**src/rtl/crt_pkg.sv**
```systemverilog
package crt_pkg;
  typedef enum logic [1:0] {
    MODE_OFF     = 2'd0,
    MODE_RELOAD  = 2'd1,
    MODE_CAPTURE = 2'd2,
    MODE_BAUD    = 2'd3
  } crt_mode_e;

  // Packed so that run sits in bit 0 and baud in bit 5 of the control word.
  typedef struct packed {
    logic baud;
    logic down_en;
    logic ext_en;
    logic capture;
    logic cnt_sel;
    logic run;
  } crt_ctl_t;

  localparam int CTL_BITS = 6;
  localparam int FLAG_OVF_BIT = 6;
  localparam int FLAG_EXT_BIT = 7;

  localparam logic [1:0] ADDR_CTL = 2'd0;
  localparam logic [1:0] ADDR_CNT = 2'd1;
  localparam logic [1:0] ADDR_RLD = 2'd2;

  function automatic crt_mode_e decode_mode(input crt_ctl_t c);
    if (!c.run)          return MODE_OFF;
    else if (c.baud)     return MODE_BAUD;
    else if (c.capture)  return MODE_CAPTURE;
    else                 return MODE_RELOAD;
  endfunction
endpackage

```
**src/rtl/crt_tick_gen.sv**
```systemverilog
module crt_tick_gen #(
  parameter int DIV = 12
) (
  input  logic clk,
  input  logic rst,
  output logic tick_o
);
  localparam int CW = (DIV > 2) ? $clog2(DIV) : 1;
  localparam logic [CW-1:0] LAST = CW'(DIV - 1);

  logic [CW-1:0] div_q;

  always_ff @(posedge clk) begin
    if (rst) begin
      div_q  <= '0;
      tick_o <= 1'b0;
    end else if (div_q == LAST) begin
      div_q  <= '0;
      tick_o <= 1'b1;
    end else begin
      div_q  <= div_q + 1'b1;
      tick_o <= 1'b0;
    end
  end
endmodule

```
**src/rtl/crt_edge_det.sv**
```systemverilog
module crt_edge_det (
  input  logic clk,
  input  logic rst,
  input  logic sample_en,
  input  logic pin,
  output logic level_o,
  output logic fall_o
);
  always_ff @(posedge clk) begin
    if (rst) begin
      level_o <= 1'b0;
      fall_o  <= 1'b0;
    end else begin
      // Previous sample high, new sample low: a one-clock pulse.
      fall_o <= sample_en & level_o & ~pin;
      if (sample_en) level_o <= pin;
    end
  end
endmodule

```
**src/rtl/crt_core.sv**
```systemverilog
module crt_core
  import crt_pkg::*;
#(
  parameter int W = 16
) (
  input  logic         clk,
  input  logic         rst,
  input  logic         wr_en,
  input  logic [1:0]   wr_addr,
  input  logic [W-1:0] wr_data,
  input  logic         step,
  input  logic         trig_fall,
  input  logic         trig_level,
  output crt_ctl_t     ctl_o,
  output crt_mode_e    mode_o,
  output logic [W-1:0] count_o,
  output logic [W-1:0] reload_o,
  output logic         ovf_o,
  output logic         ext_o,
  output logic         irq_o
);
  localparam logic [W-1:0] TOP = '1;

  crt_ctl_t     ctl_q;
  logic [W-1:0] cnt_q, rld_q;
  logic         ovf_q, ext_q, irq_q;
  crt_mode_e    mode;

  assign mode = decode_mode(ctl_q);

  always_ff @(posedge clk) begin
    if (rst) begin
      ctl_q <= '0;
      cnt_q <= '0;
      rld_q <= '0;
      ovf_q <= 1'b0;
      ext_q <= 1'b0;
      irq_q <= 1'b0;
    end else begin
      irq_q <= ovf_q | (ext_q & ~((mode == MODE_RELOAD) & ctl_q.down_en));
      case (mode)
        MODE_CAPTURE: begin
          if (step) begin
            cnt_q <= cnt_q + 1'b1;
            if (cnt_q == TOP) ovf_q <= 1'b1;
          end
          if (ctl_q.ext_en && trig_fall) begin
            rld_q <= cnt_q;
            ext_q <= 1'b1;
          end
        end
        MODE_RELOAD: begin
          if (ctl_q.down_en) begin
            if (step) begin
              if (trig_level) begin
                if (cnt_q == TOP) begin
                  cnt_q <= rld_q;
                  ovf_q <= 1'b1;
                  ext_q <= ~ext_q;
                end else begin
                  cnt_q <= cnt_q + 1'b1;
                end
              end else if (cnt_q == rld_q) begin
                cnt_q <= TOP;
                ovf_q <= 1'b1;
                ext_q <= ~ext_q;
              end else begin
                cnt_q <= cnt_q - 1'b1;
              end
            end
          end else begin
            if (step) begin
              if (cnt_q == TOP) begin
                cnt_q <= rld_q;
                ovf_q <= 1'b1;
              end else begin
                cnt_q <= cnt_q + 1'b1;
              end
            end
            if (ctl_q.ext_en && trig_fall) begin
              cnt_q <= rld_q;
              ext_q <= 1'b1;
            end
          end
        end
        default: ;
      endcase
      if (wr_en) begin
        case (wr_addr)
          ADDR_CTL: begin
            ctl_q <= crt_ctl_t'(wr_data[CTL_BITS-1:0]);
            ovf_q <= wr_data[FLAG_OVF_BIT];
            ext_q <= wr_data[FLAG_EXT_BIT];
          end
          ADDR_CNT: cnt_q <= wr_data;
          ADDR_RLD: rld_q <= wr_data;
          default: ;
        endcase
      end
    end
  end

  assign ctl_o    = ctl_q;
  assign mode_o   = mode;
  assign count_o  = cnt_q;
  assign reload_o = rld_q;
  assign ovf_o    = ovf_q;
  assign ext_o    = ext_q;
  assign irq_o    = irq_q;
endmodule

```
**src/rtl/cr_timer16.sv**
```systemverilog
module cr_timer16
  import crt_pkg::*;
#(
  parameter int W   = 16,
  parameter int DIV = 12
) (
  input  logic         clk,
  input  logic         rst,
  input  logic         wr_en,
  input  logic [1:0]   wr_addr,
  input  logic [W-1:0] wr_data,
  input  logic         cnt_pin,
  input  logic         trig_pin,
  output logic [W-1:0] count_o,
  output logic [W-1:0] reload_o,
  output logic         ovf_o,
  output logic         ext_o,
  output logic         irq_o,
  output logic [1:0]   mode_o
);
  logic      tick, cnt_fall, cnt_level, trig_fall, trig_level, step;
  crt_ctl_t  ctl;
  crt_mode_e mode;

  crt_tick_gen #(.DIV(DIV)) tick_i (
    .clk(clk), .rst(rst), .tick_o(tick)
  );

  crt_edge_det cnt_det_i (
    .clk(clk), .rst(rst), .sample_en(tick), .pin(cnt_pin),
    .level_o(cnt_level), .fall_o(cnt_fall)
  );

  crt_edge_det trig_det_i (
    .clk(clk), .rst(rst), .sample_en(tick), .pin(trig_pin),
    .level_o(trig_level), .fall_o(trig_fall)
  );

  assign step = ctl.cnt_sel ? cnt_fall : tick;

  crt_core #(.W(W)) core_i (
    .clk(clk), .rst(rst), .wr_en(wr_en), .wr_addr(wr_addr), .wr_data(wr_data),
    .step(step), .trig_fall(trig_fall), .trig_level(trig_level),
    .ctl_o(ctl), .mode_o(mode), .count_o(count_o), .reload_o(reload_o),
    .ovf_o(ovf_o), .ext_o(ext_o), .irq_o(irq_o)
  );

  assign mode_o = mode;

  logic unused_level;
  assign unused_level = cnt_level;
endmodule

```
**config.mk**
```make
export PLATFORM = sky130hd
export DESIGN_NAME = cr_timer16
export DESIGN_NICKNAME = d
export VERILOG_FILES = /design/src/rtl/crt_pkg.sv /design/src/rtl/crt_tick_gen.sv /design/src/rtl/crt_edge_det.sv /design/src/rtl/crt_core.sv /design/src/rtl/cr_timer16.sv
export SDC_FILE = /design/constraint.sdc
export NUM_CORES = 1
export LEC_CHECK = 0
export ABC_AREA = 1
export ABC_CLOCK_PERIOD_IN_PS = 2000
export CAP_MARGIN = 20
export CORE_ASPECT_RATIO = 1.25
export CORE_UTILIZATION = 50
export DETAILED_ROUTE_END_ITERATION = 10
export DONT_BUFFER_PORTS = 1
export PLACE_DENSITY = 0.65
export SYNTH_ARGS = -nofsm -noshare
export SYNTH_HDL_FRONTEND = slang
export SYNTH_SLANG_ARGS = --single-unit
```
**constraint.sdc**
```tcl
create_clock -name clk -period 2 [get_ports clk]
set_input_delay 0.6 -clock clk [delete_from_list [all_inputs] [get_ports clk]]
set_output_delay 0.6 -clock clk [all_outputs]
set_load 0.01 [all_outputs]
```
======== Yosys cells after proc, flatten, opt, wreduce, memory -nomap -nowiden ========
Cells that the tools add are included.
word-level totals
  output and inout port bits .............. 37
  word-level logic and storage cells ...... 80
  register bits ........................... 50
  bits of input ports ..................... 23
cells by class
  reductions and logical operators ........ 4
  bitwise gates (word level) .............. 11
  eq/ne operators ......................... 7
  add/subtract/negate cells ............... 3
  multiplexer cells ....................... 38
operators by type and width
  cell                   count
  $mux 16                14
  $pmux 16 s2            1
  $mux 1                 18
  $add 16x1->16 const B  1
  $eq 16x16->1           1
  $eq 16x16->1 const B   1
  $sub 16x1->16 const B  1
  $and 1x1->1            6
  $mux 2                 3
  $add 4x1->4 const B    1
  $eq 2x1->1 const B     2
  $eq 2x2->1 const B     2
  $eq 4x4->1 const B     1
  $not 1->1              4
  $pmux 1 s2             2
  $logic_not 2->1        1
  $reduce_and 2->1       1
  $reduce_or 2->1        1
  $logic_and 1x1->1      1
  $or 1x1->1             1

======== Depth between registers and ports, before layout ========
  depth in word-level cells ............... 8
  mapped depth ............................ 16

======== Hierarchy ========
A second synthesis with hierarchy kept.
unflattened totals
  cells, all modules ...................... 815
  area total of the unflattened synthesis .. 4662.0 µm²
by module, submodules not included
  module        cells each  instances  area an instance (µm²)  seq. area each (µm²)
  crt_core      767         1          4291.6                  820.8
  crt_tick_gen  24          1          205.2                   100.1
  crt_edge_det  10          2          75.1                    40.0
  cr_timer16    4           1          15.0                    0.0

======== Least setup slack after synthesis ========
No wires, ideal clock.
  path kind ............................... flip-flop to flip-flop
  start ................................... register core_i.cnt_q[0], in the netlist core_i.count_o[0]
  end ..................................... register core_i.cnt_q[14], in the netlist core_i.count_o[14]
  stages on the path, launching flop included .. 16
  setup time .............................. 0.109 ns
  required time ........................... 1.891 ns
  setup slack ............................. 0.117 ns
  arrival time ............................ 1.774 ns
  period minus slack after synthesis ...... 1.883 ns
  cell sequence ........................... dfxtp_1 -> inv_1 -> ha_1 -> nand2_1 -> nor2_1 -> nand2_1 -> nor2_1 -> nand2_1 -> nor2_1 -> nand3_1 -> nand2_1 -> nand3_1 -> nand3_1 -> nand3b_1 -> nand2_1 -> inv_1
between the ends
  word-level cells in the longest chain between the ends .. 8
ends and longest elaborated chain
  what                                   RTL line                                        RTL
  from (decl)                            crt_core.sv:25                                  logic [W-1:0] cnt_q, rld_q;
  from (signal assigned)                 crt_core.sv:44                                  cnt_q <= cnt_q + 1'b1;
  from (signal assigned)                 crt_core.sv:57                                  cnt_q <= rld_q;
  from (signal assigned)                 crt_core.sv:61                                  cnt_q <= cnt_q + 1'b1;
  $add 16x1->16 (tied with other cells)  crt_core.sv:44, crt_core.sv:61, crt_core.sv:77
  $mux 16, on equally long branches      crt_core.sv:56, crt_core.sv:73, crt_core.sv:63
  $mux 16, on equally long branches      crt_core.sv:72, crt_core.sv:55
  $mux 16, on equally long branches      crt_core.sv:80, crt_core.sv:54
  $mux 16                                crt_core.sv:53                                  if (ctl_q.down_en) begin
  $pmux 16 s2 (*)                        crt_core.sv:41                                  case (mode)
  $mux 16                                crt_core.sv:89                                  case (wr_addr)
  $mux 16 (*)                            crt_core.sv:88                                  if (wr_en) begin
Every way passes the cells marked *; elsewhere a longest branch is shown, timed or not.
A chain may end at the register's enable or synchronous reset.

======== Worst setup path after layout ========
  start ................................... register core_i.cnt_q[0], in the netlist core_i.count_o[0]
  end ..................................... register core_i.cnt_q[15], in the netlist core_i.count_o[15]
The elaborated chain is that of the path after synthesis.

==> results.md <==
* FP Rows at 38
* Synthesized flop and latch total at 50
* RSZ-0062 raised after global routing: true
* Worst r2r dst: core_i.count_o[15]
* Maximum VDD drop at 0.310 mV
* GRT Util Overall at 36.2%
* Worst slack after detailed placement at -37.3 ps
* Worst slew pin tran at 448 ps
* Area grow syn2layout at 24.6%
* Post-synth top flop: dfxtp_1
* Final Hold Fails at 0
* Clk sink count at 50
* Final worst path period need at 1970 ps
* Placed Cells incl. Taps at 977
* Number of flops mapped to enable cells by yosys at 0
* CP Class: reg2reg
* CTS Buffer Depth at 2
* Count leader, synth: nand2_1
* Yosys top cell area share at 22.0%
* M3 GR Usage at 4.31%
* 1st-pass router iterations at 7
* CP endpoint kind: flip-flop
* Clock-pin slew on the worst setup and hold paths at 100 ps
* Cells on worst reg2reg path at 12
* Nets at 897
* Ports at 60
* Power per cell area at 446 nW/um^2
* Post-Syn Area at 4550 sq um
* Cell leakage power at 2.88 nW
* Initial antenna violation count at 0
* DRT iter0 DRCs at 433
* FF-to-FF Start: core_i.count_o[0]
* Root Buffer: clkbuf_8
* CP Data Arrival Time at 2190 ps
* First-pass GRT wire length at 25.9 mm
* Post-Layout Cell Count at 991
* Crit-path max FO at 3
* Maxcap violations at 0
* Post-synthesis sequential area ratio at 22.0%
* Die Wd at 87.3 um
* Filler instances at 898
* Clk_lat worst skew at 310 ps
* Reg-to-reg slack, setup at 30 ps
* N_diodes at 0
* Vias in the first global route at 5222
* Largest cells by area after synthesis: dfxtp_1 (22%), nand2_1 (15%), inv_1 (11%)
* Hold_buf cts at 0
* DR WL/cell at 17.1 um
* CTS HTree Levels at 2
* Port bufs at 0
* TritonCTS clock tree: yes
* Setup crit start: core_i.count_o[0]
* Utilization after layout at 64.8%
* DRC viols at 0
* Placer Congestion at 0.986
* Synth Net Count at 824
* Maximum achievable frequency at 0.508 GHz
* GR Overflow Total at 0
* Synthesis Warnings at 0
* Worst EP required at 2220 ps
* Vias at 5507
* Post-Syn Instances at 798
* Post-synth top area cell: dfxtp_1
* Met1 usage at 40.8%
* Initial Utilization at 52.0%
* Setup TNS at 0 ps
* Relative slew slack at 70.1%
* Period utilisation layout at 98.3%
* Worst Setup EP: core_i.count_o[15]
* Avg Cell Area, Syn at 5.70 sq um
* DPL Wire Length at 12.8 mm
* Core region area at 8750 sq um
* Fraction of registers with async set/reset at 0%
* Worst setup SP type: flip-flop
* Die Y at 109 um
* Number of CTS-inserted buffers at 5
* Via density per instance at 5.56
* Final WS setup at 33.1 ps
* Layout cells sized above 1 at 21.5%
* Netlist cell types at 41
* GR Layer Usage met2 at 65.2%
* Die area at 9490 sq um
* Design Power at 2.53 mW
* Outcome: finished clean
* Routed Antenna Nets at 0
* Commonest cells in the netlist: nand2_1 (179), inv_1 (133), nor2_1 (102)
* Pin count of the biggest net entering global routing at 33
* Min-Delay Path Class: in2reg
* DRT Wirelength at 17.0 mm
* Clk_skew at 8.67 ps
* Most Crowded Layer GR: met2
* Slew Viols, Final at 0
* # setup viols final at 0
-- worst min path at each step --
stage	from	endpoint	slack (ps)	cells after the start
final	cnt_pin	cnt_det_i.fall_o	360	1
after global placement	tick_i.div_q[0]	tick_i.div_q[0]	430	1
after CTS	rst	core_i.irq_o	340	1
after detailed placement	cnt_det_i.level_o	cnt_det_i.fall_o	440	2
after floorplan	tick_i.div_q[0]	tick_i.div_q[0]	420	1
after global routing	rst	core_i.irq_o	340	1
-- repair_timing --
action | CTS | global route
endpoints found under the setup margin | 3 | 18
pin swaps | 4 | 21
setup buffers | 3 | 4
hold endpoints to repair | 0 | 0
cloned | 0 | 0
resized for setup | 7 | 60
-- through the flow --
| stage | area (sq um) | hold slack, ps |
|---|---|---|
| after floorplan | 4550 | 418 |
| after global placement | 5280 | 431 |
| after detailed placement | 5280 | 440 |
| after CTS | 5430 | 338 |
| after global routing | 5670 | 341 |
| final | 5670 | 355 |
-- cell type report --
type	count	area (sq um)	area share [%]
timing repair buffer	103	840	14.8
clock buffer	5	68.8	1.21
clock inverter	2	10.0	0.177
sequential	50	1030	18.2
multi-input combinational	573	3050	53.8
tap	120	150	2.65
inverter	138	520	9.18
-- placed cells by master, fill, tap and decap left out, types with 6 or more instances in the layout --
cell type	n
nand2_1	174
inv_1	132
buf_4	97
nor2_1	96
o21ai_0	70
a21oi_1	50
nand3_1	50
dfxtp_1	32
nand4_1	25
dfxtp_2	15
xor2_1	12
o211ai_1	9
nor2_4	8
nand3b_1	8
nand2_2	7
o21ai_1	6
-- state kept, by name, summed over array words and instances (netlist names) --
signal / cells
trig_det_i.level_o: 1
core_i.ovf_o: 1
tick_i.div_q: 4
core_i.count_o: 16
core_i.irq_o: 1
cnt_det_i.fall_o: 1
cnt_det_i.level_o: 1
core_i.reload_o: 16
core_i.ctl_o: 6
tick_i.tick_o: 1
core_i.ext_o: 1
trig_det_i.fall_o: 1
-- logic make-up (layout without fill, tap and decap cells) --
kind of cell,count (synthesis),count (layout),share of synthesized area (%)
simple gates,401,401,41.0
buf+inv,175,248,15.5
compound gates,155,155,18.0
flops,50,50,22.0
xor+xnor,14,14,2.70
fa+ha+maj,3,3,0.825
-- where the power goes --
part           switching, mW  leakage, nW  internal (mW)
combinational          0.487         2.42          0.326
sequential            0.0704        0.417           1.05
clock                  0.359       0.0438          0.236
total                  0.917         2.88           1.61
-- layer usage --
metal	wire [um]	share of wire, %
met1	6390	38
met2	8610	51
met3	1030	6.0
met4	961	5.7
met5	0	0
-- critical path: stages, from the launching register on --
cell and delay [ps]:
dfxtp_4 380, buf_4 140, nand3_2 150, nor3_4 250, nand2_1 140, o21ai_1 220
nand3_1 100, a21oi_1 160, nand2_1 80, inv_1 60, nand3b_1 100, nand2_1 80
inv_1 30
Note: power is estimated with default switching activity, not from simulation.
